--- config.mk ---
export PLATFORM = sky130hd
export DESIGN_NAME = onecyc_cpu
export DESIGN_NICKNAME = d
export VERILOG_FILES = /design/src/rtl/onecyc_pkg.sv /design/src/rtl/onecyc_decode.sv /design/src/rtl/onecyc_regfile.sv /design/src/rtl/onecyc_alu.sv /design/src/rtl/onecyc_cpu.sv
export SDC_FILE = /design/constraint.sdc
export NUM_CORES = 2
export LEC_CHECK = 0
export ABC_AREA = 1
export BUFFER_PORTS_ARGS = -buffer_cell sky130_fd_sc_hd__buf_2
export CAP_MARGIN = 20
export CORE_AREA = 2 2 584 354
export DETAILED_ROUTE_END_ITERATION = 12
export DIE_AREA = 0 0 586 356
export HOLD_SLACK_MARGIN = 0.03
export PLACE_DENSITY = 0.46
export SYNTH_ARGS = -nofsm -noshare
export SYNTH_HDL_FRONTEND = slang
export SYNTH_HIERARCHICAL = 1
export SYNTH_SLANG_ARGS = --single-unit
--- constraint.sdc ---
create_clock -name clk -period 18.95 [get_ports clk]
set_clock_uncertainty 0.05 [all_clocks]
set_input_delay 3.79 -clock clk [delete_from_list [all_inputs] [get_ports clk]]
set_output_delay 3.79 -clock clk [all_outputs]
set_load 0.01 [all_outputs]
--- src/rtl/onecyc_pkg.sv ---
package onecyc_pkg;

    localparam int XLEN = 32;

    localparam logic [5:0] OPC_REG  = 6'h00;
    localparam logic [5:0] OPC_ORI  = 6'h0D;
    localparam logic [5:0] OPC_LOAD = 6'h23;
    localparam logic [5:0] OPC_STOR = 6'h2B;
    localparam logic [5:0] OPC_BREQ = 6'h04;
    localparam logic [5:0] FN_ADD   = 6'h21;
    localparam logic [5:0] FN_SUB   = 6'h23;

    typedef enum logic [1:0] {
        ALU_ADD = 2'd0,
        ALU_SUB = 2'd1,
        ALU_OR  = 2'd2
    } alu_op_e;

    typedef struct packed {
        logic [5:0] op;
        logic [4:0] rs;
        logic [4:0] rt;
        logic [4:0] rd;
        logic [4:0] sh;
        logic [5:0] fn;
    } instr_t;

    typedef struct packed {
        logic    dst_is_rd;
        logic    b_is_imm;
        logic    ext_signed;
        logic    wb_from_mem;
        logic    mem_write;
        logic    reg_write;
        logic    is_branch;
        alu_op_e alu_op;
    } ctrl_t;

    function automatic logic [15:0] imm_of(instr_t i);
        return {i.rd, i.sh, i.fn};
    endfunction

    function automatic logic [XLEN-1:0] extend16(logic [15:0] v, logic sgn);
        return {{(XLEN-16){sgn & v[15]}}, v};
    endfunction

endpackage

--- src/rtl/onecyc_decode.sv ---
module onecyc_decode
    import onecyc_pkg::*;
(
    input  instr_t ins,
    output ctrl_t  ctl
);
    always_comb begin
        ctl = '0;
        ctl.alu_op = ALU_ADD;
        case (ins.op)
            OPC_REG: begin
                if (ins.fn == FN_ADD || ins.fn == FN_SUB) begin
                    ctl.dst_is_rd = 1'b1;
                    ctl.reg_write = 1'b1;
                    ctl.alu_op    = (ins.fn == FN_SUB) ? ALU_SUB : ALU_ADD;
                end
            end
            OPC_ORI: begin
                ctl.b_is_imm  = 1'b1;
                ctl.reg_write = 1'b1;
                ctl.alu_op    = ALU_OR;
            end
            OPC_LOAD: begin
                ctl.b_is_imm    = 1'b1;
                ctl.ext_signed  = 1'b1;
                ctl.wb_from_mem = 1'b1;
                ctl.reg_write   = 1'b1;
            end
            OPC_STOR: begin
                ctl.b_is_imm   = 1'b1;
                ctl.ext_signed = 1'b1;
                ctl.mem_write  = 1'b1;
            end
            OPC_BREQ: begin
                ctl.ext_signed = 1'b1;
                ctl.is_branch  = 1'b1;
                ctl.alu_op     = ALU_SUB;
            end
            default: ;
        endcase
    end
endmodule

--- src/rtl/onecyc_regfile.sv ---
module onecyc_regfile #(
    parameter int WIDTH = 32,
    parameter int DEPTH = 32,
    localparam int AW   = $clog2(DEPTH)
) (
    input  logic             clk,
    input  logic [AW-1:0]    ra_a,
    input  logic [AW-1:0]    ra_b,
    output logic [WIDTH-1:0] rd_a,
    output logic [WIDTH-1:0] rd_b,
    input  logic             we,
    input  logic [AW-1:0]    wa,
    input  logic [WIDTH-1:0] wd
);
    logic [WIDTH-1:0] regs [DEPTH];

    always_ff @(posedge clk) begin
        if (we && wa != '0) begin
            regs[wa] <= wd;
        end
    end

    assign rd_a = (ra_a == '0) ? '0 : regs[ra_a];
    assign rd_b = (ra_b == '0) ? '0 : regs[ra_b];
endmodule

--- src/rtl/onecyc_alu.sv ---
module onecyc_alu
    import onecyc_pkg::*;
#(
    parameter int WIDTH = 32
) (
    input  alu_op_e          op,
    input  logic [WIDTH-1:0] a,
    input  logic [WIDTH-1:0] b,
    output logic [WIDTH-1:0] y,
    output logic             zero
);
    always_comb begin
        case (op)
            ALU_SUB: y = a - b;
            ALU_OR:  y = a | b;
            default: y = a + b;
        endcase
    end

    assign zero = (y == '0);
endmodule

--- src/rtl/onecyc_cpu.sv ---
module onecyc_cpu
    import onecyc_pkg::*;
#(
    parameter int NREGS = 32,
    localparam int RAW  = $clog2(NREGS)
) (
    input  logic            clk,
    input  logic            rst,
    output logic [XLEN-1:0] imem_addr,
    input  logic [XLEN-1:0] imem_rdata,
    output logic [XLEN-1:0] dmem_addr,
    output logic [XLEN-1:0] dmem_wdata,
    output logic            dmem_we,
    input  logic [XLEN-1:0] dmem_rdata
);
    logic [XLEN-1:0] pc_q, pc_d, pc_inc, pc_tgt;
    instr_t          ins;
    ctrl_t           ctl;
    logic [XLEN-1:0] src_a, src_b, imm_x, alu_b, alu_y, wb_val;
    logic            alu_zero;
    logic [RAW-1:0]  dst;

    assign ins = instr_t'(imem_rdata);

    onecyc_decode u_dec (
        .ins (ins),
        .ctl (ctl)
    );

    assign dst    = ctl.dst_is_rd ? RAW'(ins.rd) : RAW'(ins.rt);
    assign wb_val = ctl.wb_from_mem ? dmem_rdata : alu_y;

    onecyc_regfile #(.WIDTH(XLEN), .DEPTH(NREGS)) u_rf (
        .clk  (clk),
        .ra_a (RAW'(ins.rs)),
        .ra_b (RAW'(ins.rt)),
        .rd_a (src_a),
        .rd_b (src_b),
        .we   (ctl.reg_write && !rst),
        .wa   (dst),
        .wd   (wb_val)
    );

    assign imm_x = extend16(imm_of(ins), ctl.ext_signed);
    assign alu_b = ctl.b_is_imm ? imm_x : src_b;

    onecyc_alu #(.WIDTH(XLEN)) u_alu (
        .op   (ctl.alu_op),
        .a    (src_a),
        .b    (alu_b),
        .y    (alu_y),
        .zero (alu_zero)
    );

    assign pc_inc = pc_q + XLEN'(4);
    assign pc_tgt = pc_inc + {imm_x[XLEN-3:0], 2'b00};
    assign pc_d   = (ctl.is_branch && alu_zero) ? pc_tgt : pc_inc;

    always_ff @(posedge clk) begin
        if (rst) begin
            pc_q <= '0;
        end else begin
            pc_q <= pc_d;
        end
    end

    assign imem_addr  = pc_q;
    assign dmem_addr  = alu_y;
    assign dmem_wdata = src_b;
    assign dmem_we    = ctl.mem_write && !rst;
endmodule

==> impl_metrics.tcl <==
set metrics [dict create \
    cts-root-buf "clkbuf_16" \
    antenna_found_initial 6 \
    critPathSlowestCell "buf_4" \
    rsz0062_at_grt "no" \
    post-route-drc-count 0 \
    synth_edf_count 1024 \
    ant_nets 0 \
    rows 129 \
    ios 163 \
    ys_seq_area_frac 0.5177 \
    dp.cells 10200 \
    yosysTopAreaCellShare 0.5077 \
    num-fill-cells 21470 \
    synth.avg_cell_area_um2 7.954 \
    dr_wl_met2_mm 107.3 \
    start_kind "input pin" \
    finalHoldViolCount 0 \
    maxUsedRoutingLayer "met5" \
    setup_viol 0 \
    holdBufCountCts 0 \
    clk_pin_slew_ps 70 \
    yosysTopAreaCell "edfxtp_1" \
    end_kind "primary output" \
    wl_met1_mm 126.0 \
    detail_route.iter0.violations 7870 \
    grt_usage 0.2456 \
    peakVddDrop_mv 0.08129 \
    crit_family "simple AND/OR/NAND/NOR gates" \
    synth_area_leaders "edfxtp_1, nand2_1, nand3_1, nor2_1, o21ai_0" \
    yosys_register_bits 1054 \
    place_hpwl_mm 158.8 \
    crit_path_frequent_cell "nand2_1" \
    drv_slew 0 \
    cts_sinks 1054 \
    syn_area_um2 60560 \
    cp_num_buf_inv 9 \
    grt_overflow 0 \
    cpPeakStageDelay_ps 790 \
    synth_cells 7614 \
    criticalPathCategory "input pin to primary output" \
    seq_power_share 0.446 \
    port_buffers 160 \
    slew_headroom 0.1801 \
    worstSkewPairLatency_ps 740 \
    finalWirelength_mm 264.1 \
    gp_congestion 0.9740 \
    cts_resized 0 \
    dieArea_um2 208600 \
    grt_max_degree 174 \
    synth_common_cells "nand2_1, nand3_1, edfxtp_1" \
    async_flop_share 0 \
    crit_fanout 60 \
    yosys_warnings 6 \
    cts_setup_buffers 0 \
    power.share.switching 0.3252 \
    vias_per_cell 5.326 \
    cts_buffers 106 \
    p_leak_nw 27.37 \
    hp-class "flop to flop" \
    cts_tree "built" \
    tns_ps 0 \
    final_nets 7694 \
    grt_pass1_vias 50430 \
    core-area_um2 204000 \
    ys.flop_type "edfxtp_1" \
    syn2layout_area_growth_pct 11.39 \
    total_power_mw 6.513 \
    fin_cells 10400 \
    start_util 0.2968 \
    synth_most_common_cell "nand2_1" \
    clkPwrFrac 0.338 \
    fp.dieH_um 356 \
    p_sw_mw 2.118 \
    crit_arrival_ps 11530 \
    clockBufferDepth 3 \
    die_x_um 586 \
    drive_gt1_frac 0.07524 \
    worst_slew_pin_slew_ps 1230 \
    maxCapViolCount 0 \
    p_int_mw 4.395 \
    cp.required_ps 15110 \
    h-tree-depth 3 \
    outcome "complete, no violations" \
    dr.pass1.iters 7 \
    vias 55360 \
    wl_met3_mm 24.99 \
    combPwrFrac 0.216 \
    period_share 0.8112 \
    grt_pass1_wl_mm 374.4 \
    max_freq_ghz 0.06505 \
    wl_per_cell_um 25.40 \
    power_density_nw_per_um2 96.54 \
    yosys.cell_types.count 50 \
    period_needed_ps 15370 \
]
[worst register-to-register path: cells and delay by family, from the launching register on]
family	cells	cell delay, ps
flops	1	380
fa+ha+maj	1	380
simple gates	23	4150
mux	1	360
compound gates	4	1290
xor+xnor	1	220
buf+inv	4	1390
[stage by stage]
| step | setup WS [ps] | hold slack, ps | utilization | instance area [um2] |
|---|---|---|---|---|
| floorplan | 7265 | 478.3 | - | 60680 |
| global placement | 4103 | 479.9 | 0.3137 | 64000 |
| detailed placement | 3992 | 492.1 | 0.3137 | 64000 |
| CTS | 3968 | 511.3 | 0.3306 | 67450 |
| global route | 3328 | 535.3 | 0.3306 | 67450 |
| finish | 3578 | 504.9 | 0.3307 | 67460 |
[final timing paths]
path | from | to | cells past startpoint | slack (ps)
setup / recovery | imem_rdata[17] | dmem_addr[31] | 33 | 3580
hold / removal | imem_addr[2] | imem_addr[2] | 1 | 500
setup reg to reg | u_rf/regs[28][8] | imem_addr[11] | 34 | 10640
hold reg to reg | imem_addr[2] | imem_addr[2] | 1 | 500
[cells by family (layout without fill, tap and decap cells)]
| kind of cell | count (synthesis) | count (layout) | synth area share |
|---|---|---|---|
| AOI/OAI and AO/OA | 811 | 811 | 0.06948 |
| xor gates and xnor gates | 55 | 55 | 0.008202 |
| adders and majority gates | 72 | 72 | 0.01512 |
| buffers and inverters | 873 | 869 | 0.06060 |
| DFF | 1054 | 1054 | 0.5177 |
| muxes | 53 | 53 | 0.009855 |
| other | 2 | 36 | 0.0001240 |
| and+or+nand+nor | 4694 | 4694 | 0.3190 |
[placed cells by master, fill, tap and decap left out, drive strengths merged, types with 3 or more instances in the layout]
cell type	count
nand3	1060
o31ai	3
clkbuf	120
nor2	928
nand3b	3
xnor2	21
nor3	21
and2	3
a21oi	263
conb	34
o211ai	22
ha	70
or2	6
nand4	25
bufinv	13
o21bai	11
and3	10
inv	423
buf	255
o22ai	14
a21o	4
nand2	2634
xor2	34
o21ai	489
clkinv	54
dfxtp	30
mux2	53
nor4	4
clkinvlp	4
edfxtp	1024
[area by class of cell]
class | count | area [um2] | share of cell area
multi-input cells | 5719 | 25920 | 0.3843
inverters | 420 | 1625 | 0.02409
repair buffers | 255 | 1655 | 0.02454
well taps | 2751 | 3442 | 0.05102
diodes | 2 | 5.005 | 0.00007419
clock buffers | 120 | 2748 | 0.04073
clock inverters | 74 | 710.7 | 0.01053
flip-flops and latches | 1054 | 31350 | 0.4647
[metal layers]
| layer | vias to the layer above | GRT usage |
|---|---|---|
| li1 | 25180 | - |
| met5 | - | 0 |
| met3 | 292 | 0.04072 |
| met4 | 2 | 0.05339 |
| met1 | 27060 | 0.3855 |
| met2 | 2822 | 0.3465 |
[power by group through the flow]
stage               clock, mW  combinational, mW  sequential, mW
floorplan                   0              0.773            2.94
global placement            0               1.38            2.95
detailed placement          0               1.38            2.95
CTS                      2.23               1.38            2.90
global route             2.32               1.51            2.90
finish                   2.20               1.41            2.90
[flip-flops by register name, summed over array words and instances, names as in the netlist]
signal and cells:
u_rf/regs 1024, imem_addr 30
Power figures use the tool's default switching activity.
